File: src/rtl/tifr_pkg.sv
package tifr_pkg;
  localparam int NFLAG = 5;
  localparam int F_OVF = 0;
  localparam int F_CA  = 1;
  localparam int F_CB  = 2;
  localparam int F_CC  = 3;
  localparam int F_CAP = 4;

  typedef logic [3:0] mode_t;

  // register image position of each internal flag
  function automatic int flag_pos(input int idx);
    return (idx == F_CAP) ? 5 : idx;
  endfunction

  function automatic logic icr_is_top(input mode_t m);
    return (m == 4'd8) || (m == 4'd10) || (m == 4'd12) || (m == 4'd14);
  endfunction

  function automatic logic ovf_active(input mode_t m);
    return (m == 4'd0) || (m == 4'd4) || (m == 4'd12);
  endfunction
endpackage

File: src/rtl/tifr_event_gen.sv
module tifr_event_gen
  import tifr_pkg::*;
#(
  parameter int CW   = 16,
  parameter int NCMP = 3
) (
  input  logic [CW-1:0]           cnt_i,
  input  logic [NCMP-1:0][CW-1:0] cmp_i,
  input  logic [CW-1:0]           icr_i,
  input  mode_t                   mode_i,
  input  logic                    cap_stb_i,
  output logic [NCMP+1:0]         set_o
);
  localparam logic [CW-1:0] CNT_MAX = '1;

  always_comb set_o[0] = ovf_active(mode_i) && (cnt_i == CNT_MAX);

  for (genvar c = 0; c < NCMP; c++) begin : g_cmp
    always_comb set_o[c+1] = (cnt_i == cmp_i[c]);
  end

  always_comb set_o[NCMP+1] = icr_is_top(mode_i) ? (cnt_i == icr_i) : cap_stb_i;
endmodule

File: src/rtl/tifr_flag_bit.sv
module tifr_flag_bit (
  input  logic clk_i,
  input  logic rst_ni,
  input  logic set_i,
  input  logic clr_i,
  output logic q_o
);
  always_ff @(posedge clk_i or negedge rst_ni) begin
    if (!rst_ni)    q_o <= 1'b0;
    else if (set_i) q_o <= 1'b1;
    else if (clr_i) q_o <= 1'b0;
  end

  assert_set_wins_R9: assert property (@(posedge clk_i) disable iff (!rst_ni)
    set_i |=> q_o);
  assert_clear_R8: assert property (@(posedge clk_i) disable iff (!rst_ni)
    (clr_i && !set_i) |=> !q_o);
  assert_hold_low_R4: assert property (@(posedge clk_i) disable iff (!rst_ni)
    (!set_i && !q_o) |=> !q_o);
endmodule

File: src/rtl/tifr_flag_reg.sv
module tifr_flag_reg
  import tifr_pkg::*;
#(
  parameter int CW = 16,
  parameter int RW = 8
) (
  input  logic             clk_i,
  input  logic             rst_ni,
  input  logic [CW-1:0]    cnt_i,
  input  logic [CW-1:0]    ocr_a_i,
  input  logic [CW-1:0]    ocr_b_i,
  input  logic [CW-1:0]    ocr_c_i,
  input  logic [CW-1:0]    icr_i,
  input  logic [3:0]       mode_i,
  input  logic             cap_stb_i,
  input  logic [2:0]       force_i,
  input  logic [NFLAG-1:0] ack_i,
  input  logic             wr_en_i,
  input  logic [RW-1:0]    wr_data_i,
  input  logic [NFLAG-1:0] irq_en_i,
  output logic [RW-1:0]    flags_o,
  output logic [NFLAG-1:0] irq_o
);
  localparam int NCMP = 3;

  logic [NFLAG-1:0] set_raw, set_eff, clr, q;
  logic             arm_q;

  // drops set events on the first edge after reset release
  always_ff @(posedge clk_i or negedge rst_ni) begin
    if (!rst_ni) arm_q <= 1'b0;
    else         arm_q <= 1'b1;
  end

  tifr_event_gen #(.CW(CW), .NCMP(NCMP)) u_evt (
    .cnt_i     (cnt_i),
    .cmp_i     ({ocr_c_i, ocr_b_i, ocr_a_i}),
    .icr_i     (icr_i),
    .mode_i    (mode_i),
    .cap_stb_i (cap_stb_i),
    .set_o     (set_raw)
  );

  assign set_eff = set_raw & {NFLAG{arm_q}};

  for (genvar i = 0; i < NFLAG; i++) begin : g_flag
    assign clr[i] = ack_i[i] | (wr_en_i & wr_data_i[flag_pos(i)]);
    tifr_flag_bit u_bit (
      .clk_i  (clk_i),
      .rst_ni (rst_ni),
      .set_i  (set_eff[i]),
      .clr_i  (clr[i]),
      .q_o    (q[i])
    );
  end

  always_comb begin
    flags_o = '0;
    for (int i = 0; i < NFLAG; i++) flags_o[flag_pos(i)] = q[i];
  end

  assign irq_o = q & irq_en_i;

  assert_rsv_zero_R2: assert property (@(posedge clk_i) disable iff (!rst_ni)
    (flags_o[7:6] == 2'b00) && !flags_o[4]);
  assert_cmp_a_set_R3: assert property (@(posedge clk_i) disable iff (!rst_ni)
    (arm_q && (cnt_i == ocr_a_i)) |=> flags_o[1]);
  assert_force_quiet_R4: assert property (@(posedge clk_i) disable iff (!rst_ni)
    (force_i[0] && (cnt_i != ocr_a_i) && !flags_o[1]) |=> !flags_o[1]);
  assert_ovf_mode_R6: assert property (@(posedge clk_i) disable iff (!rst_ni)
    (!ovf_active(mode_i) && !flags_o[0]) |=> !flags_o[0]);
  assert_first_edge_R10: assert property (@(posedge clk_i) disable iff (!rst_ni)
    !arm_q |=> (flags_o == '0));
  assert_irq_gate_R11: assert property (@(posedge clk_i) disable iff (!rst_ni)
    ((irq_o & ~(irq_en_i & q)) == '0));
endmodule

File: config.mk
export PLATFORM = sky130hd
export DESIGN_NAME = tifr_flag_reg
export DESIGN_NICKNAME = d
export VERILOG_FILES = /design/src/rtl/tifr_pkg.sv /design/src/rtl/tifr_event_gen.sv /design/src/rtl/tifr_flag_bit.sv /design/src/rtl/tifr_flag_reg.sv
export SDC_FILE = /design/constraint.sdc
export NUM_CORES = 1
export LEC_CHECK = 0
export CORE_ASPECT_RATIO = 0.7
export CORE_MARGIN = 4
export CORE_UTILIZATION = 30
export CTS_BUF_LIST = sky130_fd_sc_hd__clkbuf_4 sky130_fd_sc_hd__clkbuf_8
export CTS_CLUSTER_SIZE = 28
export DETAILED_ROUTE_END_ITERATION = 12
export DONT_BUFFER_PORTS = 1
export PLACE_DENSITY_LB_ADDON = 0.1
export SYNTH_ARGS = -nofsm -noshare
export SYNTH_HDL_FRONTEND = slang
export SYNTH_SLANG_ARGS = --single-unit
File: constraint.sdc
create_clock -name clk_i -period 2.15 [get_ports clk_i]
set_input_delay 0.43 -clock clk_i [delete_from_list [all_inputs] [get_ports clk_i]]
set_output_delay 0.43 -clock clk_i [all_outputs]
set_load 0.01 [all_outputs]
==> flow_summary.json <==
{
  "fillers": 398,
  "powerDensity_nw_per_um2": 351.8,
  "rsz0062_at_grt": "false",
  "yosysWarnings": 0,
  "slew_violations": 0,
  "start_util_pct": 32.55,
  "crit-reg2reg-launch": "arm_q",
  "setup_viol": 0,
  "cp_top_family": "flip-flops",
  "ctsHtreeMaxLevel": 1,
  "grt_max_degree": 7,
  "start_kind": "flop",
  "drive_above_1_share_pct": 3.030,
  "wl_met3_um": 448,
  "netlist_area_um2": 1195,
  "insertion_delay_ns": 0.22,
  "gr-usage-all-layers_pct": 14.65,
  "grt_pass1_vias": 1056,
  "cp_num_buf_inv": 0,
  "netlist_instances": 150,
  "io_pins": 122,
  "drtPass1Iterations": 4,
  "setup_tns_ns": 0,
  "die_w_um": 83.43,
  "cp.arrival_ns": 0.86,
  "synth_cell_types": 25,
  "cts_sinks": 6,
  "antenna_found_initial": 0,
  "switchingPower_uw": 103.7,
  "grt_pass1_wl_mm": 5.533,
  "worstMarginPinSlew_ns": 0.5712,
  "overflow": 0,
  "post-route-period-util_pct": 60.23,
  "clk_path_buf_depth": 2,
  "min_period_ns": 1.295,
  "vias": 955,
  "clock_skew_ns": 0.001714,
  "slowest_delay_ns": 0.43,
  "synth_common_cells": "xor2_1, nor4_1, buf_4, buf_2, nand2_1",
  "status": "completed",
  "hold_viol": 0,
  "port_buffers": 0,
  "synth_top_area_cell": "xor2_1",
  "seq_power_share_pct": 29.4,
  "async_flop_share_pct": 100.0,
  "yosys_register_bits": 6,
  "cts.repair_timing.setup_buffer_count": 0,
  "wl_per_cell_um": 21.69,
  "crit_path_cell_trace": "and2_1",
  "drtIter0Drc": 32,
  "cp-end-kind": "primary output",
  "synth_top_flop_cell": "dfrtp_1",
  "cts.reportedPaths.clkPinSlew_ns": 0.04,
  "reg2reg_slack_ns": 1.07,
  "yosysSeqAreaShare_pct": 12.57,
  "synthTopCellsByArea": "xor2_1, dfrtp_1, nor4_1",
  "rr_endpoint": "g_flag[0].u_bit.q_o",
  "core_um2": 3671,
  "drt-total-wl_mm": 3.948,
  "drcViolationCount": 0,
  "slew_headroom_pct": 61.57,
  "cts_tree": "done",
  "intPower_uw": 304.4,
  "synth_edf_count": 0,
  "routed.top_layer": "met4",
  "hold_path.class": "input port to flop",
  "routabilityCongestion": 0.7784,
  "dieArea_um2": 5073,
  "wl_met1_mm": 1.592,
  "rows": 18,
  "fmax_mhz": 772.2,
  "hold_start": "mode_i[3]",
  "diodes": 0,
  "p_leak_uw": 0.0004595,
  "fin_nets": 243,
  "crit_type": "flop to primary output",
  "final_antenna_net_count": 0,
  "worstHoldEndpoint": "g_flag[4].u_bit.q_o",
  "via_per_inst": 5.247,
  "reg2reg_depth": 3,
  "cts_made_buffers": 3,
  "switching_share_pct": 25.41,
  "timing.hold.ws_ns": 0.3681,
  "yosysMostFrequentCell": "xor2_1",
  "yosysTopAreaCellShare_pct": 43.98,
  "critPathMaxFanout": 3,
  "hold_depth": 2,
  "cp.required_ns": 1.72,
  "met2_wirelength_mm": 1.895,
  "avgSynthCellArea_um2": 7.966,
  "cts-root-buf": "clkbuf_8",
  "pwr-share-clk_pct": 41.2,
  "pwr-share-comb_pct": 29.4,
  "area_growth_pct": -2.932,
  "die_height_um": 60.80,
  "detailed_place_hpwl_mm": 3.513,
  "cpMaxStageDelayCell": "dfrtp_1",
  "ir_worst_vdd_mv": 0.1640,
  "maxCapViolations": 0
}
[state kept, by name, summed over array words and instances, names as in the netlist]
signal and flops:
arm_q 1, g_flag.u_bit.q_o 5
[metrics by stage]
stage          cells  worst slack [ns]  total power [uW]  area [um^2]  util, %
6_report         182            0.8550             408.0         1160    31.60
5_1_grt          182            0.7376             431.8         1160    31.60
4_1_cts          182            0.8474             412.8         1160    31.60
3_5_place_dp     178            0.6409             237.8         1109    30.20
3_3_place_gp     178            0.6479             234.5         1109    30.20
2_1_floorplan    152            0.8132             264.4         1202        -
[worst max-delay path by stage]
stage | start | to | slack [ns] | cells past startpoint
after floorplan | cnt_i[2] | g_flag[0].u_bit.q_o | 0.81 | 4
after global placement | ocr_c_i[10] | g_flag[3].u_bit.q_o | 0.65 | 4
after detailed placement | cnt_i[11] | g_flag[4].u_bit.q_o | 0.64 | 4
after CTS | g_flag[0].u_bit.q_o | irq_o[0] | 0.85 | 1
after global routing | cnt_i[10] | g_flag[1].u_bit.q_o | 0.74 | 4
final | g_flag[0].u_bit.q_o | irq_o[0] | 0.86 | 1
[layout make-up]
| class | count | area, um^2 | area share (%) |
|---|---|---|---|
| multi-input cells | 120 | 888.4 | 76.59 |
| flip-flops and latches | 6 | 150.1 | 12.95 |
| well taps | 50 | 62.56 | 5.394 |
| clock buffers | 3 | 41.29 | 3.560 |
| repair buffers | 1 | 10.01 | 0.8630 |
| inverters | 2 | 7.507 | 0.6473 |
[cells by family (layout without fill, tap and decap cells)]
logic type / after synthesis / after routing / synth area share [%]
XOR/XNOR: 64 / 64 / 46.91
other: 2 / 4 / 0.6285
AO/OA/AOI/OAI: 8 / 8 / 4.922
buffers and inverters: 26 / 6 / 13.72
AND/OR/NAND/NOR: 44 / 44 / 21.26
flip-flops: 6 / 6 / 12.57
[power by group through the flow]
stage | sequential (uW) | clock [uW] | combinational (uW)
5_1_grt | 120 | 176 | 136
3_5_place_dp | 121 | 0 | 116
3_3_place_gp | 121 | 0 | 113
2_1_floorplan | 119 | 0 | 145
6_report | 120 | 168 | 120
4_1_cts | 120 | 172 | 121
[metal layers]
metal,GRT usage [%],up-vias
met3,5.970,2
met1,17.98,446
met4,1.376,0
met2,25.68,63
met5,0,-
li1,-,444
[layout by cell type (no fill, tap or decap)]
cell,n
xor2_1,60
nor4_1,12
nand2_1,8
nand4_1,7
dfrtp_1,6
and2_1,5
xnor2_1,4
nor3_1,4
nand3b_1,4
conb_1,4
o21ai_1,3
clkbuf_8,3
inv_1,2
o21ai_0,1
nor2b_1,1
nand3_1,1
nand2b_1,1
a211oi_1,1
a31oi_1,1
or3_1,1
o2111ai_1,1
o41ai_2,1
dlygate4sd3_1,1
[repair_timing]
item                                    4_1_cts  5_1_grt
endpoints found under the setup margin        0        0
hold buffers                                  1        0
hold endpoints to repair                      6        0
gates resized for setup                       0        0
(Power assumes the default switching activity.)
